`config.mk`:
```
export PLATFORM = sky130hd
export DESIGN_NAME = one_shot_pulse_timer
export DESIGN_NICKNAME = d
export VERILOG_FILES = /design/src/rtl/otp_pkg.sv /design/src/rtl/otp_trig_sync.sv /design/src/rtl/otp_prescaler.sv /design/src/rtl/otp_core.sv /design/src/rtl/one_shot_pulse_timer.sv
export SDC_FILE = /design/constraint.sdc
export NUM_CORES = 1
export LEC_CHECK = 0
export BUFFER_PORTS_ARGS = -buffer_cell sky130_fd_sc_hd__buf_2
export CORE_UTILIZATION = 52
export DETAILED_ROUTE_END_ITERATION = 6
export PLACE_DENSITY = 0.77
export SETUP_SLACK_MARGIN = 0.3
export SYNTH_ARGS = -nofsm -noshare
export SYNTH_HDL_FRONTEND = slang
export SYNTH_SLANG_ARGS = --single-unit
```
`constraint.sdc`:
```
create_clock -name clk_i -period 2.3 [get_ports clk_i]
set_clock_uncertainty 0.2 [all_clocks]
set_input_delay 0.115 -clock clk_i [delete_from_list [all_inputs] [get_ports clk_i]]
set_output_delay 0.115 -clock clk_i [all_outputs]
set_load 0.1 [all_outputs]
```
`src/rtl/otp_pkg.sv`:
```
package otp_pkg;
  typedef enum logic [1:0] {
    EDGE_OFF  = 2'b00,
    EDGE_RISE = 2'b01,
    EDGE_FALL = 2'b10,
    EDGE_ANY  = 2'b11
  } edge_sel_e;
endpackage

```
`src/rtl/otp_trig_sync.sv`:
```
module otp_trig_sync
  import otp_pkg::*;
#(
  parameter int SYNC_STAGES = 2
) (
  input  logic       clk_i,
  input  logic       rst_ni,
  input  logic       trig_i,
  input  logic [1:0] edge_sel_i,
  output logic       vld_o
);
  // stages 0..SYNC_STAGES-1 synchronize, last stage holds history
  logic [SYNC_STAGES:0] sh_q;
  logic rise, fall;
  edge_sel_e mode;

  always_ff @(posedge clk_i or negedge rst_ni) begin
    if (!rst_ni) sh_q <= '0;
    else         sh_q <= {sh_q[SYNC_STAGES-1:0], trig_i};
  end

  assign rise = sh_q[SYNC_STAGES-1] & ~sh_q[SYNC_STAGES];
  assign fall = ~sh_q[SYNC_STAGES-1] & sh_q[SYNC_STAGES];
  assign mode = edge_sel_e'(edge_sel_i);

  always_comb begin
    unique case (mode)
      EDGE_RISE: vld_o = rise;
      EDGE_FALL: vld_o = fall;
      EDGE_ANY:  vld_o = rise | fall;
      default:   vld_o = 1'b0;
    endcase
  end

  // a rising-edge trigger cannot repeat on the next clock
  a_r1_rise_once: assert property (@(posedge clk_i) disable iff (!rst_ni)
    (vld_o && edge_sel_i == EDGE_RISE) |=> !(vld_o && edge_sel_i == EDGE_RISE));
endmodule

```
`src/rtl/otp_prescaler.sv`:
```
module otp_prescaler #(
  parameter int SEL_W = 3
) (
  input  logic             clk_i,
  input  logic             rst_ni,
  input  logic             clr_i,
  input  logic             en_i,
  input  logic [SEL_W-1:0] sel_i,
  output logic             tick_o
);
  localparam int PC_W = (1 << SEL_W) - 1;

  logic [PC_W-1:0] pc_q, mask;

  // 2^sel - 1; sel at its maximum wraps to all ones
  assign mask   = (PC_W'(1) << sel_i) - PC_W'(1);
  assign tick_o = en_i && ((pc_q & mask) == mask);

  always_ff @(posedge clk_i or negedge rst_ni) begin
    if (!rst_ni)    pc_q <= '0;
    else if (clr_i) pc_q <= '0;
    else if (en_i)  pc_q <= pc_q + PC_W'(1);
  end

  // prescaler frozen while counting is disabled
  a_r9_presc_hold: assert property (@(posedge clk_i) disable iff (!rst_ni)
    (!en_i && !clr_i) |=> $stable(pc_q));
endmodule

```
`src/rtl/otp_core.sv`:
```
module otp_core #(
  parameter int CNT_W = 16
) (
  input  logic             clk_i,
  input  logic             rst_ni,
  input  logic             trig_vld_i,
  input  logic             tick_i,
  input  logic [CNT_W-1:0] cmp_set_i,
  input  logic [CNT_W-1:0] cmp_clr_i,
  output logic             run_o,
  output logic             act_o,
  output logic             ovf_o
);
  localparam logic [CNT_W-1:0] CNT_MAX = {CNT_W{1'b1}};

  logic [CNT_W-1:0] cnt_q;
  logic run_q, act_q, ovf_q;

  always_ff @(posedge clk_i or negedge rst_ni) begin
    if (!rst_ni) begin
      cnt_q <= '0;
      run_q <= 1'b0;
      act_q <= 1'b0;
      ovf_q <= 1'b0;
    end else if (trig_vld_i) begin
      cnt_q <= '0;
      run_q <= 1'b1;
      act_q <= 1'b0;
      ovf_q <= 1'b0;
    end else if (run_q) begin
      if (cmp_set_i == cmp_clr_i)  act_q <= 1'b0;
      else if (cnt_q == cmp_clr_i) act_q <= 1'b0;
      else if (cnt_q == cmp_set_i) act_q <= 1'b1;
      if (tick_i) begin
        if (cnt_q == CNT_MAX) begin
          cnt_q <= '0;
          run_q <= 1'b0;
          ovf_q <= 1'b1;
          act_q <= 1'b0;
        end else begin
          cnt_q <= cnt_q + CNT_W'(1);
        end
      end
    end
  end

  assign run_o = run_q;
  assign act_o = act_q;
  assign ovf_o = ovf_q;

  a_r2_trig_clear: assert property (@(posedge clk_i) disable iff (!rst_ni)
    trig_vld_i |=> (cnt_q == '0 && run_q && !act_q && !ovf_q));

  a_r10_ovf_park: assert property (@(posedge clk_i) disable iff (!rst_ni)
    (ovf_q && !trig_vld_i) |=> (ovf_q && !run_q && cnt_q == '0 && !act_q));

  a_r6_equal_quiet: assert property (@(posedge clk_i) disable iff (!rst_ni)
    (cmp_set_i == cmp_clr_i && !act_q) |=> !act_q);

  a_r3_hold_without_tick: assert property (@(posedge clk_i) disable iff (!rst_ni)
    (!tick_i && !trig_vld_i) |=> $stable(cnt_q));

  a_r3_step: assert property (@(posedge clk_i) disable iff (!rst_ni)
    (tick_i && run_q && !trig_vld_i && cnt_q != CNT_MAX) |=> cnt_q == $past(cnt_q) + CNT_W'(1));
endmodule

```
`src/rtl/one_shot_pulse_timer.sv`:
```
module one_shot_pulse_timer #(
  parameter int CNT_W       = 16,
  parameter int PSEL_W      = 3,
  parameter int SYNC_STAGES = 2
) (
  input  logic              clk_i,
  input  logic              rst_ni,
  input  logic              cnt_en_i,
  input  logic              out_en_i,
  input  logic              trig_i,
  input  logic [1:0]        edge_sel_i,
  input  logic [PSEL_W-1:0] presc_sel_i,
  input  logic [CNT_W-1:0]  cmp_set_i,
  input  logic [CNT_W-1:0]  cmp_clr_i,
  input  logic              act_high_i,
  output logic              pulse_o,
  output logic              ovf_o
);
  logic trig_vld, tick, run, act;

  otp_trig_sync #(.SYNC_STAGES(SYNC_STAGES)) u_sync (
    .clk_i      (clk_i),
    .rst_ni     (rst_ni),
    .trig_i     (trig_i),
    .edge_sel_i (edge_sel_i),
    .vld_o      (trig_vld)
  );

  otp_prescaler #(.SEL_W(PSEL_W)) u_presc (
    .clk_i  (clk_i),
    .rst_ni (rst_ni),
    .clr_i  (trig_vld),
    .en_i   (run & cnt_en_i & ~trig_vld),
    .sel_i  (presc_sel_i),
    .tick_o (tick)
  );

  otp_core #(.CNT_W(CNT_W)) u_core (
    .clk_i      (clk_i),
    .rst_ni     (rst_ni),
    .trig_vld_i (trig_vld),
    .tick_i     (tick),
    .cmp_set_i  (cmp_set_i),
    .cmp_clr_i  (cmp_clr_i),
    .run_o      (run),
    .act_o      (act),
    .ovf_o      (ovf_o)
  );

  assign pulse_o = out_en_i & (act ^ ~act_high_i);
endmodule

```
### Word-level counts from Yosys, hierarchy flattened

Cells that the tools add are included.

| storage, ports and cells | value |
|---|---|
| flip-flop bits (word level) | 29 |
| input port bits | 43 |
| output and inout bits | 2 |
| logic and storage cells | 59 |

| cells by class | value |
|---|---|
| add/sub/neg operators | 3 |
| equality and inequality tests | 8 |
| shifts and indexed selects | 1 |
| muxes and demuxes | 22 |
| bitwise gates (word level) | 12 |
| reduce and logical (&&, ||, !) cells | 7 |

Operator list:

| kind | number |
|---|---|
| 16-bit two-way mux | 4 |
| 16-bit == test | 3 |
| 16-bit by 1-bit adder with 16-bit output, second input constant | 1 |
| 16-bit == test, second input constant | 1 |
| 1-bit two-way mux | 15 |
| 7-bit two-way mux | 2 |
| 2-bit nonzero test | 4 |
| 7-bit by 1-bit adder with 7-bit output, second input constant | 1 |
| 7-bit bitwise AND | 1 |
| 7-bit == test | 1 |
| 1-bit by 3-bit << shifter with 7-bit output, first input constant | 1 |
| 7-bit by 2-bit subtractor with 7-bit output, second input constant | 1 |
| 1-bit bitwise AND | 5 |
| 2-bit == test, second input constant | 2 |
| 1-bit NOT | 4 |
| 1-bit case mux with 3 select lines | 1 |
| 3-bit AND reduction | 1 |
| 2-bit by 1-bit == test with 1-bit output, second input constant | 1 |
| 2-bit AND reduction | 1 |
| 1-bit logical AND | 1 |
| 1-bit OR | 1 |
| 1-bit XOR | 1 |

### Logic depth before layout (Yosys ltp)

| logic depth | value |
|---|---|
| depth after elaboration | 10 |
| depth in mapped cells | 9 |
| mapped depth without buffers | 8 |

### Modules after synthesis

Synthesis repeated with hierarchy kept, for this count alone.

| unflattened totals | value |
|---|---|
| cell total of the unflattened synthesis | 221 |
| area, all modules | 2079.5 µm² |

Modules (own cells, without submodules):

| module | times used | cells an instance | area an instance (µm²) | sequential area each (µm²) |
|---|---|---|---|---|
| otp_core | 1 | 165 | 1550.2 | 475.5 |
| otp_prescaler | 1 | 40 | 372.9 | 175.2 |
| otp_trig_sync | 1 | 12 | 133.9 | 75.1 |
| one_shot_pulse_timer | 1 | 4 | 22.5 | 0.0 |

### Least setup slack after synthesis

Ideal clock, no wire load.

| path | value |
|---|---|
| path type | flip-flop to flip-flop |
| start point | register u_sync.sh_q[1] |
| end point | register u_core.cnt_q[10] |
| library setup time | 132 ps |
| arrival | 1738 ps |
| data required time | 1968 ps |
| slack | 230 ps |
| stages on the path, launching flop included | 9 |
| path buffers | 2 |
| cell sequence | dfrtp_1 -> inv_1 -> ha_1 -> nor2b_1 -> o21ai_0 -> o21ai_1 -> clkbuf_1 -> clkbuf_1 -> nor2_1 |

| between the ends | value |
|---|---|
| word-level cells in the longest chain between the ends | 9 |
| elaborated cells on any way between the ends | 12 |
| classes of those cells | 2 x mux; 6 x bitwise; 4 x reduce/logical |

RTL lines:

| what | line | text |
|---|---|---|
| start, declared | otp_trig_sync.sv:13 | `logic [SYNC_STAGES:0] sh_q;` |
| start signal, assigned | otp_trig_sync.sv:19 | `else sh_q <= {sh_q[SYNC_STAGES-1:0], trig_i};` |
| 1-bit NOT | otp_trig_sync.sv:23 | `assign fall = ~sh_q[SYNC_STAGES-1] & sh_q[SYNC_STAGES];` |
| 1-bit bitwise AND | otp_trig_sync.sv:23 |  |
| 1-bit OR | otp_trig_sync.sv:30 | `EDGE_ANY: vld_o = rise \| fall;` |
| 1-bit case mux with 3 select lines (*) | otp_trig_sync.sv:27 | `unique case (mode)` |
| 1-bit NOT | one_shot_pulse_timer.sv:33 | `.en_i (run & cnt_en_i & ~trig_vld),` |
| 1-bit bitwise AND | one_shot_pulse_timer.sv:33 |  |
| 1-bit logical AND | otp_prescaler.sv:17 | `assign tick_o = en_i && ((pc_q & mask) == mask);` |
| 2-bit nonzero test (no line) | n/a |  |
| 2-bit AND reduction (no line) | n/a |  |
| end signal, assigned | otp_core.sv:41 | `cnt_q <= cnt_q + CNT_W'(1);` |
| end, declared | otp_core.sv:16 | `logic [CNT_W-1:0] cnt_q;` |

Every way passes the cells marked *; elsewhere a longest branch is shown, timed or not.
A chain may end at the register's enable or synchronous reset.

### Worst setup path in the final report

| path | value |
|---|---|
| start point | register u_sync.sh_q[1] |
| end point | register u_core.cnt_q[6] |

The elaborated chain is that of the path after synthesis.

==> impl_metrics.tcl <==
set metrics [dict create \
    drc 0 \
    power_density_nw_per_um2 541 \
    synth_area_leaders "dfrtp_1 (34%), xor2_1 (16%), xnor2_1 (7.8%)" \
    grt_util_all_layers 0.276 \
    netSwitchingFraction 0.295 \
    core-area_um2 3800 \
    tns_ps 0 \
    clk_latency_ps 290 \
    syn_to_final_growth_pct 38.0 \
    grt_pass1_vias 1957 \
    status "complete, no violations" \
    hold_violations 0 \
    synth-async-reset-ratio 1.00 \
    hold_slack_ps 98.7 \
    cts_max_path_buffers 2 \
    critPathArrivalTime_ps 2130 \
    synth.net_count 285 \
    syn_area_um2 2130 \
    ys_seq_elements 29 \
    worst_pin_slew_ps 661 \
    fin_crit_ps 2100 \
    hpwl_um 3850 \
    drive_gt1_frac 0.377 \
    setup_viol 0 \
    tritoncts "done" \
    synth_ff_type "dfrtp_1" \
    routedWlPerCell_um 16.7 \
    io-pin-count 45 \
    maxCapViolCount 0 \
    cts_buffers 5 \
    drtAntennaViolNets 0 \
    grt_pass1_wl_um 8910 \
    num_antenna_cells 0 \
    cts-root-buf "clkbuf_8" \
    internal-power_mw 1.12 \
    p_clk_frac 0.345 \
    ff_latch_area_um2 732 \
    grt_overflow 0 \
    postSynthAreaPerCell_um2 8.95 \
    path_max_fanout 7 \
    slew_headroom 0.560 \
    switchingPower_uw 470 \
    synth_top_area_cell "dfrtp_1" \
    end_kind "flop" \
    p_seq_frac 0.366 \
    avgViaCountPerCell 5.84 \
    rows 22 \
    ys_warn_count 0 \
    ys_seq_area_frac 0.341 \
    multi_input_area_um2 1450 \
    finalCritPeriodShare 0.915 \
    htree_num_levels 2 \
    cts.sinks 29 \
    globalplace.congestion 0.923 \
    die_y_um 66.0 \
    required_ps 2330 \
    vias 2136 \
    nFillCells 248 \
    fmax_mhz 475 \
    first_pass_iters 4 \
    maxSlewViolCount 0 \
    die-width_um 66.0 \
    hp-class "in -> reg" \
    drt-initial-drc-count 114 \
    p_leak_nw 1.33 \
    synth_cells 238 \
    start_kind "flop" \
    io_buffers 44 \
    grt_max_degree 30 \
    yosysTopAreaCellShare 0.341 \
    path_clk_slew_ps 60 \
    start_util 0.561 \
    synth_edf_count 0 \
    dieArea_um2 4360 \
    nets 364 \
    peakVddDrop_mv 0.539 \
    antenna_found_initial 0 \
    p_comb_frac 0.289 \
    ys_types 44 \
    wirelength_um 6110 \
    rsz0062_at_grt "yes" \
    path_class "reg -> reg" \
]
[worst paths after layout]
check | startpoint | to | slack (ps) | depth (start not counted)
max | u_sync.sh_q[1] | u_core.cnt_q[6] | 200 | 8
min | cmp_set_i[10] | u_core.act_o | 100 | 4
max reg2reg | u_sync.sh_q[1] | u_core.cnt_q[6] | 200 | 8
min reg2reg | u_sync.sh_q[0] | u_sync.sh_q[1] | 170 | 0
max in group asynchronous | rst_ni | u_core.cnt_q[0] | 1240 | 2
min in group asynchronous | rst_ni | u_core.cnt_q[2] | 190 | 2
[cells in the mapped netlist, types with 2 or more instances]
library cell,instances
nand4_1,9
inv_1,7
nand3_1,9
and3_1,4
o21ai_1,3
dfrtp_1,29
nor3_1,6
o21ai_0,12
o21a_1,2
a211oi_1,3
and2_1,4
a31oi_1,2
nor4_1,9
o31ai_1,3
nor2b_1,2
xor2_1,38
or3_1,2
xnor2_1,19
buf_2,6
nor2_1,13
and4_1,3
nand2b_1,3
clkbuf_1,6
nand2_1,15
a21oi_1,5
ha_1,4
o41ai_1,3
[cells in the final DEF (no fill, tap or decap), drive strengths merged, types with 2 or more instances in the layout]
| master | count |
|---|---|
| xor2 | 38 |
| and3 | 4 |
| inv | 7 |
| nand2 | 16 |
| o41ai | 3 |
| o21ai | 15 |
| nor2 | 13 |
| a21oi | 6 |
| nor2b | 2 |
| o21a | 2 |
| dfrtp | 29 |
| a31oi | 2 |
| or2 | 2 |
| nand3 | 10 |
| nor4 | 10 |
| or3 | 2 |
| nor3 | 6 |
| nand2b | 3 |
| and4 | 3 |
| clkbuf | 7 |
| nand4 | 10 |
| and2 | 4 |
| xnor2 | 19 |
| dlygate4sd3 | 3 |
| a211oi | 3 |
| o31ai | 3 |
| buf | 82 |
| ha | 4 |
[worst max-delay path, stage by stage, from the launching register on]
cell     delay [ps]
dfrtp_1         380
inv_2            60
ha_4            250
nor2b_1          30
o21ai_1         150
o21a_2          200
nand4_4         130
or4_4           570
nand2_1          70
[flip-flops by register name, indices dropped and copies added (netlist names)]
register	count
u_core.cnt_q	16
u_presc.pc_q	7
u_sync.sh_q	3
u_core.act_o	1
u_core.ovf_o	1
u_core.run_o	1
[area by class of cell]
| type | instances | area share |
|---|---|---|
| Clock buffer | 7 | 0.0294 |
| Clock inverter | 1 | 0.0102 |
| Inverter | 7 | 0.00894 |
| Multi-Input combinational cell | 189 | 0.494 |
| Sequential cell | 29 | 0.249 |
| Tap cell | 48 | 0.0204 |
| Timing Repair Buffer | 85 | 0.187 |
[cell families after synthesis]
kind of cell,Yosys count,synth area share
flops,29,0.341
simple gates,86,0.227
compound gates,42,0.134
buf+inv,20,0.0405
xor+xnor,57,0.234
fa+ha+maj,4,0.0235
[routing by layer]
layer,routed length (um),part of all wire,GRT usage,vias to the layer above
li1,-,-,-,998
met1,2500,0.41,0.343,1022
met2,3040,0.50,0.472,98
met3,406,0.066,0.0534,18
met4,163,0.027,0.101,0
met5,0,0,0,-
[through the flow]
stage	instances	worst slack, ps	utilization	total power [mW]	area, um2
final	366	196	0.773	1.59	2940
after CTS	349	302	0.712	1.51	2710
after detailed placement	327	71.1	0.642	0.903	2440
after global placement	327	120	0.642	0.896	2440
after floorplan	238	299	-	0.786	2140
after global routing	366	55.1	0.773	1.67	2940
[power by group through the flow]
stage	Sequential, mW	Clock, mW	Combinational [mW]
after CTS	0.580	0.563	0.366
after global placement	0.599	0	0.296
final	0.582	0.548	0.460
after detailed placement	0.600	0	0.303
after floorplan	0.589	0	0.198
after global routing	0.587	0.585	0.496
[repair_timing]
action | 4_1_cts | 5_1_grt
cloned | 0 | 2
hold endpoints to repair | 31 | 0
setup endpoints to repair | 16 | 17
setup buffers | 11 | 15
hold buffers | 3 | 0
gates resized for setup | 9 | 27
pin swaps | 4 | 9
Note: power is estimated with default switching activity, not from simulation.
